**config.mk**
```make
export PLATFORM = sky130hd
export DESIGN_NAME = dma_req_arb
export DESIGN_NICKNAME = d
export VERILOG_FILES = /design/src/rtl/dma_arb_pkg.sv /design/src/rtl/dma_pin_edge.sv /design/src/rtl/dma_req_flag.sv /design/src/rtl/dma_grant_fsm.sv /design/src/rtl/dma_req_arb.sv
export SDC_FILE = /design/constraint.sdc
export NUM_CORES = 1
export LEC_CHECK = 0
export BUFFER_PORTS_ARGS = -buffer_cell sky130_fd_sc_hd__buf_4
export CAP_MARGIN = 20
export CORE_MARGIN = 3
export CORE_UTILIZATION = 50
export CTS_BUF_LIST = sky130_fd_sc_hd__clkbuf_4 sky130_fd_sc_hd__clkbuf_8
export DETAILED_ROUTE_END_ITERATION = 12
export GPL_ROUTABILITY_DRIVEN = 1
export HOLD_SLACK_MARGIN = 0.03
export PLACE_DENSITY = 0.87
export SYNTH_ARGS = -nofsm -noshare
export SYNTH_HDL_FRONTEND = slang
export SYNTH_HIERARCHICAL = 1
export SYNTH_SLANG_ARGS = --single-unit
export TNS_END_PERCENT = 100
```
**constraint.sdc**
```tcl
create_clock -name clk_i -period 2.7 [get_ports clk_i]
set_input_delay 0.135 -clock clk_i [delete_from_list [all_inputs] [get_ports clk_i]]
set_output_delay 0.135 -clock clk_i [all_outputs]
set_load 0.005 [all_outputs]
```
**src/rtl/dma_arb_pkg.sv**
```systemverilog
package dma_arb_pkg;
  typedef enum logic [1:0] {
    CPU_OWNS        = 2'd0,
    WAIT_CPU_ACCESS = 2'd1,
    DMA_ACTIVE      = 2'd2
  } arb_state_e;
endpackage

```
**src/rtl/dma_pin_edge.sv**
```systemverilog
module dma_pin_edge #(
  parameter int SYNC_STAGES = 2
) (
  input  logic clk_i,
  input  logic rst_ni,
  input  logic pin_i,
  input  logic both_i,
  output logic edge_o
);
  localparam int MSB = SYNC_STAGES - 1;

  logic [MSB:0] sync_q;
  logic         last_q;

  always_ff @(posedge clk_i or negedge rst_ni) begin
    if (!rst_ni) begin
      sync_q <= '0;
      last_q <= 1'b0;
    end else begin
      sync_q <= {sync_q[MSB-1:0], pin_i};
      last_q <= sync_q[MSB];
    end
  end

  assign edge_o = both_i ? (last_q ^ sync_q[MSB]) : (last_q & ~sync_q[MSB]);
endmodule

```
**src/rtl/dma_req_flag.sv**
```systemverilog
module dma_req_flag (
  input  logic clk_i,
  input  logic rst_ni,
  input  logic set_i,
  input  logic start_i,
  input  logic disable_i,
  output logic flag_o
);
  // disable dominates; a new set wins over the start clear so it is not lost
  always_ff @(posedge clk_i or negedge rst_ni) begin
    if (!rst_ni)        flag_o <= 1'b0;
    else if (disable_i) flag_o <= 1'b0;
    else if (set_i)     flag_o <= 1'b1;
    else if (start_i)   flag_o <= 1'b0;
  end
endmodule

```
**src/rtl/dma_grant_fsm.sv**
```systemverilog
module dma_grant_fsm
  import dma_arb_pkg::*;
#(
  parameter int N_CH = 4
) (
  input  logic            clk_i,
  input  logic            rst_ni,
  input  logic [N_CH-1:0] pend_i,
  input  logic            cpu_acc_done_i,
  input  logic            unit_done_i,
  output logic [N_CH-1:0] start_o,
  output logic [N_CH-1:0] grant_o,
  output logic            cpu_owns_o
);
  arb_state_e      state_q, state_d;
  logic [N_CH-1:0] grant_q, grant_d;
  logic [N_CH-1:0] pick;

  // lowest index wins
  always_comb begin
    pick = '0;
    for (int i = N_CH - 1; i >= 0; i--) begin
      if (pend_i[i]) begin
        pick    = '0;
        pick[i] = 1'b1;
      end
    end
  end

  always_comb begin
    state_d = state_q;
    grant_d = grant_q;
    start_o = '0;
    unique case (state_q)
      CPU_OWNS: begin
        if (|pend_i) begin
          state_d = DMA_ACTIVE;
          grant_d = pick;
          start_o = pick;
        end
      end
      DMA_ACTIVE: begin
        if (unit_done_i) begin
          state_d = WAIT_CPU_ACCESS;
          grant_d = '0;
        end
      end
      WAIT_CPU_ACCESS: begin
        if (cpu_acc_done_i) state_d = CPU_OWNS;
      end
      default: begin
        state_d = CPU_OWNS;
        grant_d = '0;
      end
    endcase
  end

  always_ff @(posedge clk_i or negedge rst_ni) begin
    if (!rst_ni) begin
      state_q <= CPU_OWNS;
      grant_q <= '0;
    end else begin
      state_q <= state_d;
      grant_q <= grant_d;
    end
  end

  assign grant_o    = grant_q;
  assign cpu_owns_o = (state_q != DMA_ACTIVE);
endmodule

```
**src/rtl/dma_req_arb.sv**
```systemverilog
module dma_req_arb #(
  parameter int N_CH        = 4,
  parameter int MODE_W      = 2,
  parameter int SYNC_STAGES = 2
) (
  input  logic                   clk_i,
  input  logic                   rst_ni,
  input  logic [N_CH-1:0]        irq_pulse_i,
  input  logic [N_CH-1:0]        sw_req_i,
  input  logic [N_CH-1:0]        ext_pin_i,
  input  logic [N_CH-1:0]        src_ext_i,
  input  logic [N_CH-1:0]        both_edge_i,
  input  logic [N_CH-1:0]        ch_en_i,
  input  logic [N_CH*MODE_W-1:0] xfer_mode_i,
  input  logic [N_CH-1:0]        cnt_zero_i,
  input  logic                   cpu_acc_done_i,
  input  logic                   unit_done_i,
  output logic [N_CH-1:0]        grant_o,
  output logic                   cpu_owns_o
);
  logic [N_CH-1:0] pin_edge;
  logic [N_CH-1:0] set_req;
  logic [N_CH-1:0] ch_off;
  logic [N_CH-1:0] start;
  logic [N_CH-1:0] flag_q;

  for (genvar g = 0; g < N_CH; g++) begin : g_ch
    dma_pin_edge #(.SYNC_STAGES(SYNC_STAGES)) edge_i (
      .clk_i (clk_i),
      .rst_ni(rst_ni),
      .pin_i (ext_pin_i[g]),
      .both_i(both_edge_i[g]),
      .edge_o(pin_edge[g])
    );

    assign set_req[g] = sw_req_i[g] | (src_ext_i[g] ? pin_edge[g] : irq_pulse_i[g]);
    assign ch_off[g]  = (xfer_mode_i[g*MODE_W +: MODE_W] == '0) & cnt_zero_i[g];

    dma_req_flag flag_i (
      .clk_i    (clk_i),
      .rst_ni   (rst_ni),
      .set_i    (set_req[g]),
      .start_i  (start[g]),
      .disable_i(ch_off[g]),
      .flag_o   (flag_q[g])
    );
  end

  dma_grant_fsm #(.N_CH(N_CH)) fsm_i (
    .clk_i         (clk_i),
    .rst_ni        (rst_ni),
    .pend_i        (flag_q & ch_en_i),
    .cpu_acc_done_i(cpu_acc_done_i),
    .unit_done_i   (unit_done_i),
    .start_o       (start),
    .grant_o       (grant_o),
    .cpu_owns_o    (cpu_owns_o)
  );
endmodule

```
==> Word level (Yosys, flattened, before mapping) <==
Index checks and enable logic that the tools add are counted.
W data, S select, Z words.
{ "totals": {"reg_bits": 22, "latchBits": 0, "mem_bits_rw": 0, "romBits": 0, "output_inout_bits": 5, "word_cells": 87, "mem_count": 0} }
{ "op_classes": {"addsub": 0, "n_mul": 0, "n_div": 0, "order_cmp": 0, "eq_ne": 6, "shift": 0, "n_mux": 33, "n_bitwise": 22, "n_reduce_logical": 12} }
{ "op_table": {"columns": ["op", "n"], "rows": [
  ["$mux W4", 8],
  ["$mux W1", 20],
  ["$pmux W4 S3", 1],
  ["$reduce_bool A3 Y1", 4],
  ["$logic_not A2 Y1", 5],
  ["$and A1 B1 Y1", 8],
  ["$mux W2", 3],
  ["$ne A2 B2 Y1 const B", 3],
  ["$pmux W2 S3", 1],
  ["$reduce_and A3 Y1", 2],
  ["$not A1 Y1", 5],
  ["$and A4 B4 Y4", 1],
  ["$or A1 B1 Y1", 4],
  ["$reduce_or A4 Y1", 1],
  ["$xor A1 B1 Y1", 4],
  ["$eq A2 B1 Y1 const B", 1],
  ["$eq A2 B2 Y1 const B", 1],
  ["$ne A2 B1 Y1 const B", 1]
]} }

==> Depth between registers and ports, before layout <==
{ "depth": {"depth_word": 10, "depth_mapped": 7, "mapped_depth_nobuf": 7} }

==> By module <==
Netlist, hierarchy kept.
{ "modules_own_cells": {"columns": ["mod", "n_inst", "cells_per_inst", "area_each_um2"], "rows": [
  ["dma_pin_edge", 4, 7, 105.1],
  ["dma_grant_fsm", 1, 34, 341.6],
  ["dma_req_flag", 4, 4, 43.8],
  ["dma_req_arb", 1, 16, 115.1]
]} }

==> Least setup slack after synthesis <==
Ideal clock, no wire load.
{ "synth_timing": {"kind": "register to register", "start": "reg g_ch[0].flag_i.flag_o", "end": "reg g_ch[3].flag_i.flag_o", "arrival_time_ns": 1.252, "required_ns": 2.573, "setup_slack_ns": 1.321, "path_stages_with_launch": 6, "cell_sequence": "dfrtp_1 and2_1 nor4_4 and3_1 nand2b_1 a21oi_2"} }
{ "synth_via": {"elab_chain_cells": 5, "word_cells_on_any_way": 6, "cone_classes": "mux (3); bitwise (1); reduce/logical (2)"} }
{ "synth_rtl": {"columns": ["item", "line_no", "rtl"], "rows": [
  ["from (decl)", "dma_req_flag.sv:7", "output logic flag_o"],
  ["from (signal assigned)", "dma_req_flag.sv:11", "if (!rst_ni) flag_o <= 1'b0;"],
  ["from (signal assigned)", "dma_req_flag.sv:12", "else if (disable_i) flag_o <= 1'b0;"],
  ["from (signal assigned)", "dma_req_flag.sv:13", "else if (set_i) flag_o <= 1'b1;"],
  ["$and A4 B4 Y4 *", "dma_req_arb.sv:52", ".pend_i (flag_q & ch_en_i),"],
  ["$reduce_or A4 Y1 or $mux W4 (tied branches)", "dma_grant_fsm.sv:36, dma_grant_fsm.sv:23", null],
  ["$mux W4 *", "dma_grant_fsm.sv:36", "if (|pend_i) begin"],
  ["$mux W4 *", "dma_grant_fsm.sv:34", "unique case (state_q)"],
  ["via start[3]", "dma_req_arb.sv:24", "logic [N_CH-1:0] start;"],
  ["$reduce_bool A3 Y1 (no source line) *", null, null],
  ["to (signal assigned)", "dma_req_flag.sv:12", null],
  ["to (signal assigned)", "dma_req_flag.sv:13", null],
  ["to (signal assigned)", "dma_req_flag.sv:14", "else if (start_i) flag_o <= 1'b0;"],
  ["to (decl)", "dma_req_flag.sv:7", null]
]} }
The timed path passes the listed nets; every way through them passes the cells marked *.
A chain may end at the register's enable or synchronous reset.

==> Final worst setup path <==
Same ends and word-level chain as after synthesis.

==> impl.org <==
** Synth
- When the netlist entered floorplanning its net count stood at 138.
- Yosys mapped the design onto 26 distinct sky130hd cell types.
- Number of enable-type register cells in the synthesized netlist :: 0
- Share of flip-flops with an asynchronous set or reset after synthesis :: 100%
- Cells taking the most area after synthesis :: dfrtp_1, ha_1, inv_1
- Synth Register Bits :: 22
- dfrtp_1 is the most common cell in the netlist.
- Synthesized netlist cell count :: 94
- Share of synthesized area occupied by flip-flops and latches :: 52.3%
- In the synthesized netlist, the cells that appear most often are dfrtp_1, inv_1.
- The Yosys step of the flow raised 6 warnings.
- A synthesized cell averages 11.2 µm².
- Top-area cell type share of the netlist area :: 52.3%
- The synthesized netlist occupies a cell area of 0.00105 mm².
- The biggest area contributor in the post-synthesis netlist is dfrtp_1.
- Most used DFF post-synth :: dfrtp_1

** Global routing
- Initial antenna violation count :: 0
- In the global route stage, overall resource usage came out at 19.9%.
- Largest net degree at the start of global routing :: 23
- The number of global-route vias before repair is 898.
- For this run the aggregate overflow at the end of global routing stands at 0.
- The first global-routing pass estimated 3830 µm of wire.

** Clock network
- TritonCTS clock tree :: built
- The longest clock path from root to sink contains 2 buffers.
- After clock tree synthesis, the repair step resized 0 gates.
- The tree is rooted in a clkbuf_4.
- Counting every sink on the clock net gives 22.
- Buffers inserted during post-CTS setup optimization :: 0
- H-tree lvl count :: 1
- The clock reaches the later pin of the worst-skew pair after 300 ps.
- Buffers inserted during clock tree synthesis total 3.
- Register clock-pin slew on the reported worst setup and hold paths :: 110 ps

** Drt
- In this run, the number of DRC markers left after iteration 0 of detailed routing was 13.
- After detailed routing, the average wire length per cell comes to 14.0 µm.
- DRT antenna net count :: 0
- Number of remaining DRC errors :: 0
- In the routed layout, each cell is associated on average with a via count of 5.08.
- After detailed routing, the total wire length is 2390 µm.
- The first detailed-routing pass took 4 iterations.
- Across all layers, the routed design uses 869 vias.

** Die
- In this run the count of I/O pins placed on the die edge is 45.
- Floorplan die height :: 51.9 µm
- For this configuration, the core starts out at a cell density of 56.6%.
- Die area :: 0.00269 mm²
- Die span in x :: 51.9 µm
- Row generation in the floorplan step produced 15 rows.
- CORE AREA :: 0.00186 mm²

** Placement
- Final weighted congestion in routability-driven placement :: 0.761
- The count of buffers added on input and output ports is 44.
- The wire-length estimate of the detail-placed layout is 1850 µm.
- In this run the cell area measured after placement is 0.00141 mm².

** Min path
- The worst hold path begins at unit_done_i.
- Min-Delay Path Class :: primary input to flip-flop

** Pwr
- In this run the static leakage power is 0.768 nW.
- Power spread over the standard cell area amounts to 558 mW/mm².
- VDD sags by at most 0.359 mV.

** Layout
- Share of layout cells above drive strength 1 :: 39.7%
- Once layout is done, the placed cells without fillers occupy 0.00149 mm².
- The number of antenna diodes in the final layout is 0.
- Compared with the post-synthesis result, the final layout area differs by 41.5%.
- Layout net count :: 192

** Timing
- The final hold violation count was 0.
- Pins Over Slew Limit :: 0
- Setup repair after global routing left no endpoint under its margin.
- Transition time of the tightest slew-check pin :: 416 ps
- Maximum achievable frequency :: 641 MHz
- In the final timing run, aggregate negative setup slack is 0 ps.
- Worst-case hold slack :: 51.1 ps
- Worst slew margin relative to its limit :: 72.1%
- Final critical delay including setup and external delays :: 1560 ps
- Final worst clock skew :: 7.09 ps
- After layout, the worst path uses 57.8% of the clock period.
- Final setup fails :: 0

** Setup path
- The worst setup path is captured at a flip-flop.
- Startpoint of the worst-slack reg-to-reg timing path :: g_ch[0].flag_i/flag_o
- Critical Path Start Type :: flip-flop
- Data required time of the worst path :: 2890 ps
- For the worst setup path, the data arrival time is 1750 ps.
- In this run the worst setup path begins at g_ch[0].flag_i/flag_o.
- Of all nets on the critical path, the largest fanout is 7.
- The critical path is of the flip-flop to flip-flop type.

** Run
- Max-cap violations in this run came to 0.

** Run status
- The run finished with clean final reports.
-- through the flow --
step	util (%)	setup slack [ps]	std cells	total power, mW
2_1_floorplan	-	1320	94	0.563
3_3_place_gp	75.7	1230	162	0.674
3_5_place_dp	75.7	1170	162	0.689
4_1_cts	80.1	1150	171	0.835
5_1_grt	80.1	1060	171	0.885
6_report	80.1	1140	171	0.831
-- registers in the layout, summed over array words and instances, names as in the netlist --
| register | cells |
|---|---|
| g_ch.edge_i/last_q | 4 |
| fsm_i/state_q | 2 |
| g_ch.edge_i/sync_q | 8 |
| fsm_i/grant_o | 4 |
| g_ch.flag_i/flag_o | 4 |
-- critical path, stage by stage (launching register included) --
cell      delay [ps]
dfrtp_1          390
and2_1           220
nor4_4           460
and3_1           210
nand2b_1         120
a21oi_2           60
-- routing by layer --
layer / part of all wire, % / GRT usage (%) / up-vias / routed length [µm]
met1: 38 / 20.1 / 408 / 906
met5: 0 / 0 / - / 0
met3: 5.6 / 4.58 / 4 / 134
met4: 1.3 / 7.86 / 0 / 31
met2: 55 / 38.3 / 33 / 1320
li1: - / - / 424 / -
-- cell usage in the layout (no fill, tap or decap), drive strengths merged --
cell,n
ha,4
a221oi,1
or2b,1
and3,1
a31oi,2
nand2,5
inv,14
o21ai,5
buf,44
a21oi,4
o211ai,1
dlygate4sd3,6
nand2b,4
nor2b,6
dfrtp,22
and2,5
nor4,1
nor2,1
nor4b,1
a211o,4
o22ai,1
mux2i,4
clkbuf,3
nor3b,6
-- cell families after synthesis --
family	synth area share [%]
simple gates	21.0
buf+inv	5.71
flops	52.3
fa+ha+maj	4.76
mux	3.81
compound gates	12.4
-- area by class of cell --
type,instances,area [µm²]
Fill cell,107,369
Sequential cell,22,551
Multi-Input combinational cell,57,442
Tap cell,25,31.3
Clock buffer,3,22.5
Inverter,14,52.6
Timing Repair Buffer,50,390
-- final timing paths --
| check | endpoint | slack, ps | depth (start not counted) |
|---|---|---|---|
| hold / removal | fsm_i/state_q[1] | 50 | 2 |
| setup reg to reg | g_ch[3].flag_i/flag_o | 1140 | 5 |
| hold reg to reg | g_ch[1].edge_i/sync_q[1] | 370 | 0 |
| max in group asynchronous | g_ch[3].edge_i/sync_q[1] | 2230 | 2 |
| setup / recovery | g_ch[3].flag_i/flag_o | 1140 | 5 |
| min in group asynchronous | g_ch[1].edge_i/sync_q[1] | 240 | 2 |
-- where the power goes --
group          switching, mW  internal [mW]  total [mW]
sequential            0.0609          0.378       0.438
clock                 0.0898         0.0520       0.142
combinational          0.103          0.148       0.251
total                  0.254          0.578       0.831
-- timing repair --
item | CTS | global route
endpoints found under the setup margin | 0 | 0
hold buffers | 6 | 0
endpoints found under the hold margin | 27 | 0
Power figures use the tool's default switching activity.
